[config.mk]
export PLATFORM = sky130hd
export DESIGN_NAME = rl_block_decoder
export DESIGN_NICKNAME = d
export VERILOG_FILES = /design/src/rtl/rlc_pkg.sv /design/src/rtl/rlc_word_parser.sv /design/src/rtl/rlc_run_counter.sv /design/src/rtl/rlc_pos_counter.sv /design/src/rtl/rlc_scan_map.sv /design/src/rtl/rl_block_decoder.sv
export SDC_FILE = /design/constraint.sdc
export NUM_CORES = 1
export LEC_CHECK = 0
export BUFFER_PORTS_ARGS = -buffer_cell sky130_fd_sc_hd__clkbuf_2
export CAP_MARGIN = 20
export CORE_UTILIZATION = 30
export DETAILED_ROUTE_END_ITERATION = 12
export GPL_TIMING_DRIVEN = 0
export HOLD_SLACK_MARGIN = 0.05
export PLACE_DENSITY = 0.56
export SLEW_MARGIN = 15
export SYNTH_ARGS = -nofsm -noshare
export SYNTH_HDL_FRONTEND = slang
export SYNTH_SLANG_ARGS = --single-unit
[constraint.sdc]
create_clock -name clk -period 2.26 [get_ports clk]
set_clock_uncertainty 0.15 [all_clocks]
set_input_delay 0.226 -clock clk [delete_from_list [all_inputs] [get_ports clk]]
set_output_delay 0.226 -clock clk [all_outputs]
set_load 0.01 [all_outputs]
[src/rtl/rlc_pkg.sv]
package rlc_pkg;

  localparam int DEF_SIDE    = 8;
  localparam int DEF_FIELD_W = 6;
  localparam int DEF_COEF_W  = 10;
  localparam logic [15:0] DEF_END_CODE = 16'hFE00;

  typedef enum logic [1:0] {
    WK_PAD   = 2'd0,
    WK_FIRST = 2'd1,
    WK_RUN   = 2'd2,
    WK_END   = 2'd3
  } word_kind_e;

endpackage

[src/rtl/rlc_word_parser.sv]
module rlc_word_parser
  import rlc_pkg::*;
#(
  parameter int FIELD_W = DEF_FIELD_W,
  parameter int COEF_W  = DEF_COEF_W,
  parameter logic [FIELD_W+COEF_W-1:0] END_CODE = DEF_END_CODE
) (
  input  logic [FIELD_W+COEF_W-1:0] word,
  input  logic                      first,
  output word_kind_e                kind,
  output logic [FIELD_W-1:0]        field,
  output logic [COEF_W-1:0]         coef
);

  assign field = word[FIELD_W+COEF_W-1:COEF_W];
  assign coef  = word[COEF_W-1:0];

  always_comb begin
    if (word == END_CODE) kind = first ? WK_PAD : WK_END;
    else                  kind = first ? WK_FIRST : WK_RUN;
  end

endmodule

[src/rtl/rlc_run_counter.sv]
module rlc_run_counter #(
  parameter int CNT_W = 7
) (
  input  logic             clk,
  input  logic             rst_n,
  input  logic             clr,
  input  logic             load,
  input  logic [CNT_W-1:0] load_val,
  input  logic             dec,
  output logic [CNT_W-1:0] cnt,
  output logic             cnt_nz
);

  logic load_nz_q;
  logic finished_q;

  always_ff @(posedge clk or negedge rst_n) begin
    if (!rst_n) begin
      cnt        <= '0;
      load_nz_q  <= 1'b0;
      finished_q <= 1'b0;
    end else begin
      finished_q <= 1'b0;
      if (clr) begin
        cnt       <= '0;
        load_nz_q <= 1'b0;
      end else if (load) begin
        cnt       <= load_val;
        load_nz_q <= (load_val != '0);
      end else if (dec && cnt_nz) begin
        cnt        <= cnt - 1'b1;
        finished_q <= (cnt == CNT_W'(1));
      end
    end
  end

  assign cnt_nz = (cnt != '0);

  // a single remaining skip ends the run on the next cycle
  a_r4_run_finish: assert property (@(posedge clk) disable iff (!rst_n)
    (dec && !clr && !load && cnt == CNT_W'(1)) |=> (finished_q && !cnt_nz));

  // completion is only ever reported for a run loaded nonzero
  a_r4_finish_from_load: assert property (@(posedge clk) disable iff (!rst_n)
    finished_q |-> load_nz_q);

  // each skip removes exactly one from the remaining run
  a_r4_countdown: assert property (@(posedge clk) disable iff (!rst_n)
    (dec && !clr && !load && cnt > CNT_W'(1)) |=> (cnt == $past(cnt) - 1'b1));

endmodule

[src/rtl/rlc_pos_counter.sv]
module rlc_pos_counter #(
  parameter int N_ENT = 64,
  localparam int POS_W = $clog2(N_ENT)
) (
  input  logic             clk,
  input  logic             rst_n,
  input  logic             clr,
  input  logic             inc,
  output logic [POS_W-1:0] pos,
  output logic             pos_last
);

  logic pos_nz;

  always_ff @(posedge clk or negedge rst_n) begin
    if (!rst_n)   pos <= '0;
    else if (clr) pos <= '0;
    else if (inc) pos <= pos + 1'b1;
  end

  assign pos_last = (pos == POS_W'(N_ENT - 1));
  assign pos_nz   = (pos != '0);

  // each write advances the position by one
  a_r9_step: assert property (@(posedge clk) disable iff (!rst_n)
    (inc && !clr) |=> (pos == $past(pos) + 1'b1));

  // closing a block returns the position to zero
  a_r9_restart: assert property (@(posedge clk) disable iff (!rst_n)
    clr |=> !pos_nz);

endmodule

[src/rtl/rlc_scan_map.sv]
module rlc_scan_map #(
  parameter int SIDE = 8,
  localparam int N_ENT = SIDE * SIDE,
  localparam int POS_W = $clog2(N_ENT)
) (
  input  logic [POS_W-1:0] pos,
  input  logic             bypass,
  output logic [POS_W-1:0] addr
);

  function automatic logic [N_ENT*POS_W-1:0] build_scan();
    logic [N_ENT*POS_W-1:0] t;
    int k;
    int r;
    int c;
    t = '0;
    k = 0;
    for (int s = 0; s < 2*SIDE-1; s++) begin
      for (int i = 0; i < SIDE; i++) begin
        r = (s % 2 == 0) ? (SIDE - 1 - i) : i;
        c = s - r;
        if (c >= 0 && c < SIDE) begin
          t[k*POS_W +: POS_W] = POS_W'(r*SIDE + c);
          k++;
        end
      end
    end
    return t;
  endfunction

  localparam logic [N_ENT*POS_W-1:0] SCAN_TBL = build_scan();

  assign addr = bypass ? pos : SCAN_TBL[int'(pos)*POS_W +: POS_W];

endmodule

[src/rtl/rl_block_decoder.sv]
module rl_block_decoder
  import rlc_pkg::*;
#(
  parameter int SIDE    = DEF_SIDE,
  parameter int FIELD_W = DEF_FIELD_W,
  parameter int COEF_W  = DEF_COEF_W,
  localparam int WORD_W = FIELD_W + COEF_W,
  localparam int N_ENT  = SIDE * SIDE,
  localparam int POS_W  = $clog2(N_ENT),
  localparam int RUN_W  = POS_W + 1
) (
  input  logic              clk,
  input  logic              rst_n,
  input  logic              in_valid,
  output logic              in_ready,
  input  logic [WORD_W-1:0] in_data,
  output logic              out_valid,
  input  logic              out_ready,
  output logic [POS_W-1:0]  out_addr,
  output logic [COEF_W-1:0] out_coef,
  output logic [FIELD_W-1:0] out_scale,
  output logic              out_last,
  output logic              block_done
);

  logic               first_q;
  logic               pend_q;
  logic [COEF_W-1:0]  pend_coef_q;
  logic [FIELD_W-1:0] scale_q;

  word_kind_e         kind;
  logic [FIELD_W-1:0] w_field;
  logic [COEF_W-1:0]  w_coef;

  logic [RUN_W-1:0]   run_cnt;
  logic               run_nz;
  logic [POS_W-1:0]   pos;
  logic               pos_last;
  logic [POS_W-1:0]   map_addr;

  logic slot_free, emit_zero, emit_coef, emit, accept, close_blk;
  logic run_load;
  logic [RUN_W-1:0] run_load_val;

  rlc_word_parser #(
    .FIELD_W (FIELD_W),
    .COEF_W  (COEF_W),
    .END_CODE(WORD_W'(DEF_END_CODE))
  ) u_parse (
    .word (in_data),
    .first(first_q),
    .kind (kind),
    .field(w_field),
    .coef (w_coef)
  );

  assign slot_free = !out_valid || out_ready;
  assign emit_zero = slot_free && run_nz;
  assign emit_coef = slot_free && !run_nz && pend_q;
  assign emit      = emit_zero || emit_coef;
  assign close_blk = emit && pos_last;
  assign in_ready  = !run_nz && !pend_q;
  assign accept    = in_valid && in_ready;

  assign run_load     = accept && (kind == WK_RUN || kind == WK_END);
  assign run_load_val = (kind == WK_END) ? (RUN_W'(N_ENT) - RUN_W'(pos))
                                         : RUN_W'(w_field);

  rlc_run_counter #(.CNT_W(RUN_W)) u_run (
    .clk     (clk),
    .rst_n   (rst_n),
    .clr     (close_blk),
    .load    (run_load),
    .load_val(run_load_val),
    .dec     (emit_zero),
    .cnt     (run_cnt),
    .cnt_nz  (run_nz)
  );

  rlc_pos_counter #(.N_ENT(N_ENT)) u_pos (
    .clk     (clk),
    .rst_n   (rst_n),
    .clr     (close_blk),
    .inc     (emit),
    .pos     (pos),
    .pos_last(pos_last)
  );

  rlc_scan_map #(.SIDE(SIDE)) u_map (
    .pos   (pos),
    .bypass(scale_q == '0),
    .addr  (map_addr)
  );

  always_ff @(posedge clk or negedge rst_n) begin
    if (!rst_n) begin
      first_q     <= 1'b1;
      pend_q      <= 1'b0;
      pend_coef_q <= '0;
      scale_q     <= '0;
    end else if (close_blk) begin
      first_q <= 1'b1;
      pend_q  <= 1'b0;
    end else begin
      if (emit_coef) pend_q <= 1'b0;
      if (accept && (kind == WK_FIRST || kind == WK_RUN)) begin
        pend_q      <= 1'b1;
        pend_coef_q <= w_coef;
      end
      if (accept && kind == WK_FIRST) begin
        first_q <= 1'b0;
        scale_q <= w_field;
      end
    end
  end

  always_ff @(posedge clk or negedge rst_n) begin
    if (!rst_n) begin
      out_valid <= 1'b0;
      out_addr  <= '0;
      out_coef  <= '0;
      out_scale <= '0;
      out_last  <= 1'b0;
    end else if (emit) begin
      out_valid <= 1'b1;
      out_addr  <= map_addr;
      out_coef  <= emit_zero ? '0 : pend_coef_q;
      out_scale <= scale_q;
      out_last  <= pos_last;
    end else if (out_ready) begin
      out_valid <= 1'b0;
    end
  end

  assign block_done = out_valid && out_ready && out_last;

  // a stalled beat is held unchanged
  a_r10_hold: assert property (@(posedge clk) disable iff (!rst_n)
    (out_valid && !out_ready) |=> (out_valid && $stable(out_addr) &&
      $stable(out_coef) && $stable(out_scale) && $stable(out_last)));

  // a taken non-padding word blocks input on the next cycle
  a_r11_stall: assert property (@(posedge clk) disable iff (!rst_n)
    (accept && kind != WK_PAD) |=> !in_ready);

  // skipped positions are written as zero
  a_r4_zero_fill: assert property (@(posedge clk) disable iff (!rst_n)
    emit_zero |=> (out_valid && out_coef == '0));

  // completion is only signalled on the position-63 beat
  a_r9_done_last: assert property (@(posedge clk) disable iff (!rst_n)
    block_done |-> (out_valid && out_last));

endmodule

## Yosys cells after proc, flatten, opt, wreduce, memory -nomap -nowiden

Cells that the tools add are included.

| storage, ports and cells | value |
|---|---|
| logic and storage cells | 68 |
| output and inout bits | 26 |
| register bits | 55 |
| input bits | 20 |

| cells by class | value |
|---|---|
| mux-type cells | 18 |
| bitwise gates (word level) | 1 |
| eq/ne operators | 5 |
| $mul | 1 |
| reductions and logical operators | 28 |
| shift operators | 1 |
| $add $sub $neg | 3 |

Operators by type and width:

| operator | number |
|---|---|
| $shiftx 384x32->6 const A | 1 |
| $mux 7 | 4 |
| $mux 6 | 3 |
| $eq 16x16->1 const B | 1 |
| $logic_and 1x1->1 | 12 |
| $mux 10 | 1 |
| $mul 6x2->8 const B | 1 |
| $mux 1 | 7 |
| $reduce_bool 7->1 | 1 |
| $sub 7x1->7 const B | 1 |
| $sub 7x6->7 const A | 1 |
| $add 6x1->6 const B | 1 |
| $eq 6x6->1 const B | 1 |
| $logic_not 6->1 | 1 |
| $mux 2 | 3 |
| $reduce_bool 2->1 | 3 |
| $reduce_bool 3->1 | 2 |
| $eq 2x2->1 const B | 2 |
| $logic_or 1x1->1 | 4 |
| $reduce_and 2->1 | 2 |
| $logic_not 1->1 | 3 |
| $eq 2x1->1 const B | 1 |
| $not 1->1 | 1 |

## Depth between registers and ports, before layout

Gate-level depths: netlist of the first run.

| depth | value |
|---|---|
| depth in word-level cells | 8 |
| mapped depth | 9 |
| mapped depth without buffers | 8 |

## Cells and area by module

From an unflattened synthesis of the first run, not the netlist that was laid out.

| second synthesis, totals | value |
|---|---|
| cells, all modules | 361 |
| area, all modules | 3799.9 µm² |

Modules (own cells, without submodules):

| module | instances | cells an instance | sequential area each (µm²) | area an instance (µm²) |
|---|---|---|---|---|
| rl_block_decoder | 1 | 131 | 1052.3 | 1904.3 |
| rlc_scan_map | 1 | 118 | 0.0 | 880.8 |
| rlc_run_counter | 1 | 58 | 175.2 | 515.5 |
| rlc_pos_counter | 1 | 28 | 150.1 | 281.5 |
| rlc_word_parser | 1 | 26 | 0.0 | 217.7 |

## Worst setup path after synthesis of the first run

Ideal clock, no wire load.

| timing path | value |
|---|---|
| kind | reg-to-reg |
| from | register u_pos.pos[0] |
| to | register out_addr[3] |
| setup time | 0.077 ns |
| path buffers | 1 |
| cell stages (with the launch flop) | 9 |
| clock period less this slack | 2.392 ns |
| data required time | 2.033 ns |
| setup slack | -0.132 ns |
| data arrival time | 2.164 ns |
| cells stage by stage | dfrtp_1 -> buf_1 -> inv_1 -> ha_1 -> inv_1 -> mux4_2 -> a31oi_1 -> o211ai_1 -> a21oi_1 |

| between the ends | value |
|---|---|
| word-level cells in the longest chain between the ends | 3 |

Ends and longest elaborated chain:

| what | line | RTL |
|---|---|---|
| start, declared | rlc_pos_counter.sv:9 | `output logic [POS_W-1:0] pos,` |
| start signal, assigned | rlc_pos_counter.sv:18 | `else if (inc) pos <= pos + 1'b1;` |
| $mul 6x2->8 | rlc_scan_map.sv:33 | `assign addr = bypass ? pos : SCAN_TBL[int'(pos)*POS_W +: POS_W];` |
| $shiftx 384x32->6 | rlc_scan_map.sv:33 |  |
| $mux 6 | rlc_scan_map.sv:33 |  |
| end signal, assigned | rl_block_decoder.sv:126 | `out_addr <= map_addr;` |
| end, declared | rl_block_decoder.sv:19 | `output logic [POS_W-1:0] out_addr,` |

Every way passes these cells.
A chain may end at the register's enable or synchronous reset.

## Worst setup path after layout of the first run

Ends and elaborated chain as after synthesis.

==> impl_results.md, run 1 <==
* Crit-path leading delay family: multiplexers
* EDFF count, synth at 0
* Cell taking the most area after synthesis: dfrtp_1
* Via count at around 2.9k
* Syn nets at 374
* Synthesized flop and latch total at between 50 and 60
* Seq/Total Area, Yosys at 41.67%
* Worst Max-Slew Pin Slew at 0.7767 ns
* Drt first pass iters at 4
* Main flop type after synthesis: dfrtp_1
* Area Growth Syn to Fin at 27.14%
* Status: complete, no violations
* Root Driver: clkbuf_8
* Die Wd at 107.0 microns
* DR DRC count at 0
* Vias in the first global route at ~2.9k
* Via density at 5.264
* Hold Violations, Final at 0
* Gpl congestion at 0.9044
* Max cap viols at 0
* Core area at between 10000 and 15000 sq um
* H-tree levels at 2
* Tot GR Track Use at 15.83%
* # port buffers at 45
* Max Slew Vio Count at 0
* Largest net degree at the start of global routing at 56
* Antenna fix cells at 0
* Setup CP Type: flip-flop to flip-flop
* Cells after Synth at between 300 and 400
* FMAX at approximately 450 MHz
* PD cells at roughly 1000 nW/um^2
* Syn avg cell area at roughly 9.8 sq um
* Num Clock Sinks at 55
* Hold path depth at 2
* PnR Total Power at roughly 4.3 mW
* Synthesis Warnings at 0
* ANT nets after route at 0
* Design Area, Final at around 4200 sq um
* CTS Buf Count at 5
* Final clock period utilization by the worst path at between 90% and 100%
* Leak at between 1.5 and 2 nW
* Initial core utilization at about a third
* Antenna violations before repair at 0
* Crit-path cells: buf_8 -> clkinvlp_4 -> ha_4 -> inv_1 -> mux4_2 -> a31oi_1 -> o211ai_1 -> a21oi_1
* RSZ-0062 raised after global routing: yes
* Hpwl dp at 6240 microns
* WP buf/inv at 3
* Placed insts at roughly 520
* Placement Cell Area at around 3700 sq um
* Reg clk slew, reported paths at about 0.11 ns
* Row count at 37
* Critical path depth in cells at 8
* Synth area leaders: dfrtp_1 41%, ha_1 6.8%, nand2_1 4.7%
* Async SR Flop Fraction at 100.0%
* Yosys cell types at between 50 and 60
* Crit end category: flip-flop
* Worst skew pair latency at 0.31 ns
* Finished Layout Cells at 556
* Final setup fails at 0
* Worst Path Required at roughly 2.4 ns
* Die Area at about 11000 sq um
* DIE HEIGHT at about 110 microns
* Clock Tree Buf Depth at 2
* Hold Path Class: input pin to flip-flop
* Startpoint type of the worst setup path: flip-flop
* Filler instances at about 1.0k
* Hold WS at around 0.065 ns
* Post-Syn Area at about 3300 sq um
* Worst slew margin at about half
* I/O pin cnt at 46
* R2r worst-path depth at 8
* Share of layout cells above drive strength 1 at about a third
* Final WL at a little under 9000 microns
* TritonCTS clock tree: done
* WL/cell at around 16 microns
* Max VDD drop at around 0.28 mV
* Largest stage delay, worst path at roughly 0.47 ns
* # nets final at between 400 and 500
* Max FO, Critical Path at 6
* CP arrival at between 2 and 2.5 ns
* Synth top area share at approximately two fifths
* First-pass GRT wire length at 14580 microns
* Post-layout min period at between 2 and 2.5 ns
* Worst path slowest cell: mux4_2
* Drt initial violations at between 200 and 250
* GRT overflow at 0
placed cells by master, fill, tap and decap left out, types with 5 or more instances in the layout:
cell	count
dlygate4sd3_1	14
clkbuf_2	49
nor2b_1	6
xnor2_1	8
inv_1	6
a31oi_1	6
nand3_1	8
a21oi_1	15
dfrtp_1	51
nand2b_1	9
clkbuf_1	7
clkbuf_8	6
mux2i_1	5
o21ai_0	13
mux2_4	8
ha_1	15
buf_4	20
nor2_1	21
nor3_1	5
a22o_1	10
o211ai_1	6
mux2_2	11
nand2_1	40
cells by family (layout without fill, tap and decap cells):
group,Yosys count,in the layout,share of synthesized area [%]
xor gates and xnor gates,8,8,2.120
AOI/OAI and AO/OA,77,77,16.84
buffers and inverters,30,114,3.633
and+or+nand+nor,123,123,19.34
DFF,55,55,41.67
muxes,25,25,9.576
adders and majority gates,18,18,6.813
sequential cells by signal, indices dropped and copies added, names as in the netlist:
register / cells
out_last: 1
first_q: 1
scale_q: 6
out_scale: 6
pend_coef_q: 10
out_valid: 1
pend_q: 1
u_run.cnt: 7
out_addr: 6
out_coef: 10
u_pos.pos: 6
power by group:
part | internal, mW | switching [mW]
clock | 0.231 | 0.363
sequential | 1.23 | 0.222
combinational | 1.01 | 1.24
total | 2.47 | 1.82
synth_stat cells (all sizes together), types with 4 or more instances:
master and number:
dfrtp 54, nand2 42, nor2 23, mux2 19, ha 18, a21oi 15
clkbuf 14, o21ai 14, inv 11, a22o 10, nand2b 9, nand3 8
xnor2 8, a31oi 7, nor3 7, nor2b 6, o211ai 6, mux2i 5
nor3b 5, buf 4, nand4 4
stage by stage:
step,utilization [%],TNS (ns),worst slack (ns)
2_1_floorplan,-,0,0.001823
3_3_place_gp,35.33,-13.45,-0.4477
3_5_place_dp,35.35,-14.01,-0.4907
4_1_cts,39.03,-0.07175,-0.03481
5_1_grt,39.99,-0.06902,-0.03002
6_report,39.99,0,0.05884
final timing paths:
kind	start	end	slack [ns]
setup / recovery	u_pos.pos[0]	out_addr[3]	0.06
hold / removal	in_data[10]	scale_q[0]	0.07
setup reg to reg	u_pos.pos[0]	out_addr[3]	0.06
hold reg to reg	out_scale[0]	out_scale[0]	0.33
max in group asynchronous	rst_n	u_pos.pos[2]	1.01
min in group asynchronous	rst_n	pend_coef_q[4]	0.40
repair_timing:
item / in CTS / in global routing
pin swaps: 4 / 5
setup buffers: 11 / 7
hold buffers: 14 / 0
resized for setup: 22 / 21
hold endpoints to repair: 67 / 0
gates cloned: 0 / 0
setup endpoints to repair: 52 / 39
per-layer routing:
| layer | track usage [%] | wire, microns |
|---|---|---|
| met5 | 0 | 0 |
| met4 | 4.501 | 80 |
| met3 | 2.188 | 487 |
| met2 | 26.04 | 4224 |
| met1 | 21.64 | 4101 |
area by class of cell:
type	instances	area (sq um)	share of cell area, %
Multi-Input combinational cell	251	1889	44.95
Buffer	17	106.4	2.531
Clock buffer	5	68.82	1.637
Timing Repair Buffer	77	503.0	11.97
Clock inverter	3	27.53	0.6550
Tap cell	136	170.2	4.049
Inverter	12	56.30	1.340
Sequential cell	55	1381	32.87
(Power assumes the default switching activity.)
==> inputs of run 2 (changes only) <==
BUFFER_PORTS_ARGS = not set   (was -buffer_cell sky130_fd_sc_hd__clkbuf_2)
DONT_BUFFER_PORTS = 1   (was not set)
PLACE_DENSITY = 0.52   (was 0.56)
==> run 2 against run 1 <==
Compared with the run above:
- the run now ends with negative setup slack left
- sequential power hardly changed
- sequential share of layout area is 0.18 points lower
- first-iteration DRC count fell by 19%
- largest cell class unchanged
==> impl_results.md, run 2 (synthesized netlist as in run 1, its figures left out) <==
* Core area at 10510 sq um (unchanged)
* Drt first pass iters at 4 (unchanged)
* Clk pwr share at 16.6% (+2.8 points)
* Commonest non-fill, non-tap cell in the layout: dfrtp_1
* Placement Cell Area at 3487 sq um (-6.1%)
* PD cells at 1106 nW/um^2 (+8.2%)
* Hold Violations, Final at 0 (unchanged)
* PnR Total Power at 4.672 mW (+8.8%)
* Critical path depth in cells at 7 (-1)
* Int Pwr at 2.812 mW (+14%)
* Worst setup margin at -0.01990 ns (-0.07874 ns)
* Worst slew margin at 55.54% (+7.3 points)
* GRT overflow at 0 (unchanged)
* Die Area at 11440 sq um (unchanged)
* Setup CP Type: flip-flop to flip-flop
* RSZ-0062 raised after global routing: yes
* DIE HEIGHT at 107.0 microns (unchanged)
* Post-layout min period at 2.280 ns (+0.07874 ns)
* Core Util, Final at 40.21% (+0.21 points)
* Final WL at 9543 microns (+7.3%)
* WL/cell at 18.01 microns (+13%)
* Startpoint type of the worst setup path: flip-flop
* FMAX at 438.6 MHz (-3.5%)
* # nets final at 431 (-5.7%)
* Antenna fix cells at 0 (unchanged)
* Tot GR Track Use at 17.39% (+1.6 points)
* Die Wd at 107.0 microns (unchanged)
* Row count at 37 (unchanged)
* Status: finished, violations left
* Register area at 1381 sq um (unchanged)
* Drt initial violations at 162 (-19%)
* Placed insts at 472 (-8.7%)
* Largest net degree at the start of global routing at 56 (unchanged)
* Filler instances at 1023 (-0.29%)
* Worst path slowest cell: or4_4
* Root Driver: clkbuf_8
* Sequential share of power at 31.8% (-2.1 points)
* # port buffers at 0 (-100%)
* Failing checks: negative setup slack
* Design Area, Final at 4225 sq um (+0.54%)
* Worst skew pair latency at 0.32 ns (about the same)
* Most frequent cells in the layout: 51 x dfrtp_1, 40 x nand2_1, 33 x buf_4
* Max cap viols at 0 (unchanged)
* Finished Layout Cells at 530 (-4.7%)
* Area of the multi-input gates at 1924 sq um (+1.9%)
* Via density at 5.406 (+2.7%)
* Hold path depth at 3 (+1)
* Switching power at 1.860 mW (+2.0%)
* Gpl congestion at 0.9162 (+1.3%)
* Num Clock Sinks at 55 (unchanged)
* Reg clk slew, reported paths at 0.10 ns (about the same)
* CTS Buf Count at 5 (unchanged)
* Hpwl dp at 6478 microns (+3.8%)
* I/O pin cnt at 46 (unchanged)
* DP Worst Slack at -0.4979 ns (-0.007130 ns)
* Sw frac at 39.81% (-2.6 points)
* Crit end category: flip-flop
* ANT nets after route at 0 (unchanged)
* Hold Path Class: input pin to flip-flop
* Antenna violations before repair at 0 (unchanged)
* Max VDD drop at 0.4768 mV (+69%)
* WP buf/inv at 2 (-1)
* Clock Tree Buf Depth at 2 (unchanged)
* H-tree levels at 2 (unchanged)
* Worst Path Required at 2.31 ns (-0.04 ns)
* Initial core utilization at 31.46% (unchanged)
* Crit-path leading delay family: simple AND/OR/NAND/NOR gates
* Final clock period utilization by the worst path at 100.9% (+3.5 points)
* Max FO, Critical Path at 5 (-1)
* Share of layout cells above drive strength 1 at 27.16% (-4.7 points)
* DR DRC count at 0 (unchanged)
* Vias in the first global route at 2893 (-0.21%)
* CP arrival at 2.33 ns (+0.03 ns)
* Final setup fails at 2 (+2)
* Comb power frac at 51.6% (-0.7 points)
* First-pass GRT wire length at 15350 microns (+5.3%)
* Leak at 1.823 nW (-3.8%)
* Area Growth Syn to Fin at 27.82%
* Max Slew Vio Count at 0 (unchanged)
* Crit-path cells: inv_2 -> ha_4 -> or3b_4 -> buf_8 -> or4_4 -> a221oi_2 -> a2111oi_2
* R2r worst-path depth at 7 (-1)
* Fin Setup TNS at -0.03187 ns (-0.03187 ns)
* Largest stage delay, worst path at 0.53 ns (+0.06 ns)
* Via count at 2865 (-2.1%)
* TritonCTS clock tree: done
* Worst Max-Slew Pin Slew at 0.6619 ns (-0.1147 ns)
* Hold WS at 0.06635 ns (+0.001226 ns)
* Largest regs: out_coef (10), pend_coef_q (10), u_run.cnt (7)
run 2: cell count changes in the layout (fill, tap and decap cells not counted), moves of 2 or more:
cell           delta
nor3b_2           +2
bufinv_16         +2
buf_4            +13
clkinvlp_4        -2
nor3b_1           -2
clkbuf_2         -46
dlygate4sd3_1     +3
run 2: path summary, 6_finish.rpt:
kind	startpoint	to	slack, ns
max	u_run.cnt[1]	u_run.cnt[1]	-0.02
min reg2reg	pend_coef_q[1]	out_coef[1]	0.35
min	in_data[12]	u_run.cnt[2]	0.07
min in group asynchronous	rst_n	out_scale[5]	0.28
max in group asynchronous	rst_n	first_q	1.39
max reg2reg	u_run.cnt[1]	u_run.cnt[1]	-0.02
run 2: power groups by stage:
| stage | sequential [mW] | clock, mW | combinational [mW] |
|---|---|---|---|
| finish | 1.48 | 0.778 | 2.41 |
| global route | 1.52 | 0.838 | 2.61 |
| CTS | 1.50 | 0.788 | 2.20 |
| detailed placement | 1.54 | 0 | 1.75 |
| global placement | 1.54 | 0 | 1.74 |
| floorplan | 1.46 | 0 | 1.37 |
run 2: area by class of cell:
type                       count  area share (%)
multi-input combinational    251           45.54
sequential                    55           32.69
timing repair buffer          50           10.36
tap                          136           4.027
buffer                        18           2.991
clock buffer                   6           1.718
clock inverter                 2           1.421
inverter                      12           1.244
run 2: worst register-to-register path, delay by kind of cell (launching register included):
kind                     cells  cell delay [ns]
AO/OA/AOI/OAI                2             0.35
adder cells (fa/ha/maj)      1             0.14
buffers and inverters        2             0.23
flip-flops                   1             0.40
AND/OR/NAND/NOR              2             0.91
run 2: per-layer routing:
layer  vias up  track usage (%)  routed length [microns]
li1       1341                -                        -
met1      1392            23.25                     4275
met2       112            27.60                     4519
met3        20            4.012                      589
met4         0            5.773                      158
met5         -                0                        0
run 2: timing repair:
action                                 CTS  global route
setup endpoints to repair               50            37
setup buffers                           25             8
endpoints found under the hold margin   74             0
pin swaps                                6             7
hold buffers                            18             0
gates resized for setup                 29            24
==> inputs of run 3 (changes only) <==
GPL_TIMING_DRIVEN = not set   (was 0)
SLEW_MARGIN = 20   (was 15)
clock period = 1.8 ns   (was 2.26 ns; I/O delays follow)
==> run 3 against run 2 <==
Compared with the run above:
- the run still ends with negative setup slack left
- sequential cell count unchanged
- non-clock buffer count up 44
- global-route usage up 0.082 points
- clock power down 6.0%
- worst hold slack better by 0.012 ns
- via count up 2.3%
==> impl_results.md, run 3 (synthesized netlist as in run 1, its figures left out) <==
* Int Pwr at 3.751 mW (+33%)
* DR DRC count at 0 (unchanged)
* CP arrival at 2.25 ns (-0.08 ns)
* Worst skew pair latency at 0.32 ns (about the same)
* Max VDD drop at 0.4043 mV (-15%)
* Final WL at 10020 microns (+5.0%)
* Vias in the first global route at 2965 (+2.5%)
* DIE HEIGHT at 107.0 microns (unchanged)
* Largest stage delay, worst path at 0.57 ns (+0.04 ns)
* Num Clock Sinks at 55 (unchanged)
* Gpl congestion at 0.8593 (-6.2%)
* Max cap viols at 0 (unchanged)
* Comb power frac at 58.7% (+7.1 points)
* Row count at 37 (unchanged)
* ANT nets after route at 0 (unchanged)
* Crit-path leading delay family: simple AND/OR/NAND/NOR gates
* Filler instances at 960 (-6.2%)
* FMAX at 456.2 MHz (+4.0%)
* Largest net degree at the start of global routing at 56 (unchanged)
* Worst path slowest cell: or4_4
* Via density at 5.097 (-5.7%)
* Hold Violations, Final at 0 (unchanged)
* Antenna violations before repair at 0 (unchanged)
* Reg clk slew, reported paths at 0.11 ns (about the same)
* Worst Path Required at 1.85 ns (-0.46 ns)
* Switching power at 2.583 mW (+39%)
* TritonCTS clock tree: done
* Hpwl dp at 6567 microns (+1.4%)
* Drt initial violations at 155 (-4.3%)
* Leak at 2.198 nW (+21%)
* PD cells at 1287 nW/um^2 (+16%)
* Register area at 1379 sq um (-0.18%)
* Hold Path Class: input pin to flip-flop
* Via count at 2931 (+2.3%)
* Max Slew Vio Count at 0 (unchanged)
* Hold WS at 0.07818 ns (+0.01183 ns)
* Area Growth Syn to Fin at 48.90%
* Largest regs: out_coef (10), pend_coef_q (10), u_run.cnt (7)
* Failing checks: negative setup slack
* Root Driver: clkbuf_8
* Worst slew margin at 74.50% (+19 points)
* Clock Tree Buf Depth at 2 (unchanged)
* Final setup fails at 53 (+51)
* Crit end category: flip-flop
* Core area at 10510 sq um (unchanged)
* WP buf/inv at 1 (-1)
* WL/cell at 17.42 microns (-3.2%)
* GRT overflow at 0 (unchanged)
* Post-layout min period at 2.192 ns (-0.08790 ns)
* Clk pwr share at 11.5% (-5.1 points)
* Max FO, Critical Path at 4 (-1)
* H-tree levels at 2 (unchanged)
* Placement Cell Area at 4045 sq um (+16%)
* I/O pin cnt at 46 (unchanged)
* Area of the multi-input gates at 2173 sq um (+13%)
* Status: finished, violations left
* # port buffers at 0 (unchanged)
* Initial core utilization at 31.46% (unchanged)
* Final clock period utilization by the worst path at 121.8% (+21 points)
* PnR Total Power at 6.334 mW (+36%)
* Startpoint type of the worst setup path: flip-flop
* DP Worst Slack at -0.3816 ns (+0.1163 ns)
* Design Area, Final at 4922 sq um (+16%)
* RSZ-0062 raised after global routing: yes
* Setup CP Type: flip-flop to flip-flop
* Commonest non-fill, non-tap cell in the layout: buf_4
* Die Area at 11440 sq um (unchanged)
* Sequential share of power at 29.7% (-2.1 points)
* # nets final at 476 (+10%)
* First-pass GRT wire length at 15470 microns (+0.81%)
* Tot GR Track Use at 17.47% (+0.082 points)
* Sw frac at 40.77% (+0.96 points)
* Share of layout cells above drive strength 1 at 44.42% (+17 points)
* Worst setup margin at -0.3920 ns (-0.3721 ns)
* CTS Buf Count at 5 (unchanged)
* Worst Max-Slew Pin Slew at 0.3796 ns (-0.2823 ns)
* Most frequent cells in the layout: 73 x buf_4, 53 x dfrtp_1, 25 x nand2_1
* Antenna fix cells at 0 (unchanged)
* Die Wd at 107.0 microns (unchanged)
* Core Util, Final at 46.84% (+6.6 points)
* Drt first pass iters at 4 (unchanged)
* Crit-path cells: inv_2 -> ha_4 -> or3b_4 -> or4_4 -> nand2_2 -> nor2_1 -> a2111oi_2
run 3: cell types whose count changed in the layout (fill, tap and decap cells not counted), moves of 5 or more:
cell,before,now
nand2_2,1,11
nor2_4,1,6
a21oi_2,0,5
clkbuf_1,8,0
nor2_1,21,16
mux2_2,11,2
buf_6,2,14
a21oi_1,15,9
mux2_4,8,17
nand2_1,40,25
buf_4,33,73
o21ai_0,13,6
run 3: final timing paths:
kind / from / slack (ns) / cells after the start / endpoint
worst max-delay path: u_run.cnt[1] / -0.39 / 7 / u_run.cnt[0]
worst min-delay path: in_data[11] / 0.08 / 2 / u_run.cnt[1]
worst max register to register: u_run.cnt[1] / -0.39 / 7 / u_run.cnt[0]
worst min register to register: pend_coef_q[0] / 0.36 / 1 / out_coef[0]
max in group asynchronous: rst_n / 0.99 / 2 / first_q
min in group asynchronous: rst_n / 0.22 / 2 / out_scale[0]
run 3: final cells by class:
class	count	area share [%]
multi-input cells	252	44.15
repair buffers	112	21.50
flip-flops and latches	55	28.01
clock buffers	5	1.398
clock inverters	3	0.4830
well taps	136	3.457
inverters	12	0.9914
run 3: metrics by stage:
| step | TNS, ns | instances |
|---|---|---|
| final | -16.65 | 575 |
| after global routing | -19.20 | 575 |
| after CTS | -13.89 | 563 |
| after detailed placement | -14.95 | 522 |
| after global placement | -13.38 | 522 |
| after floorplan | -12.77 | 336 |
run 3: repair_timing:
item                                    4_1_cts  5_1_grt
endpoints found under the setup margin       53       55
setup buffers                                12       11
hold buffers                                 18        0
resized for setup                            23       63
cloned                                        3        1
endpoints found under the hold margin        75        0
pin swaps                                     8       36
run 3: power groups by stage:
stage / Combinational (mW) / Clock [mW] / Sequential [mW]
2_1_floorplan: 1.86 / 0 / 1.84
3_3_place_gp: 3.03 / 0 / 1.86
3_5_place_dp: 3.05 / 0 / 1.86
4_1_cts: 3.37 / 0.758 / 1.85
5_1_grt: 4.04 / 0.803 / 1.93
6_report: 3.72 / 0.731 / 1.88
run 3: metal layers:
| metal | routed length [microns] | GRT usage (%) |
|---|---|---|
| met5 | 0 | 0 |
| met4 | 80 | 4.012 |
| met3 | 306 | 2.553 |
| met2 | 5083 | 29.59 |
| met1 | 4547 | 23.43 |
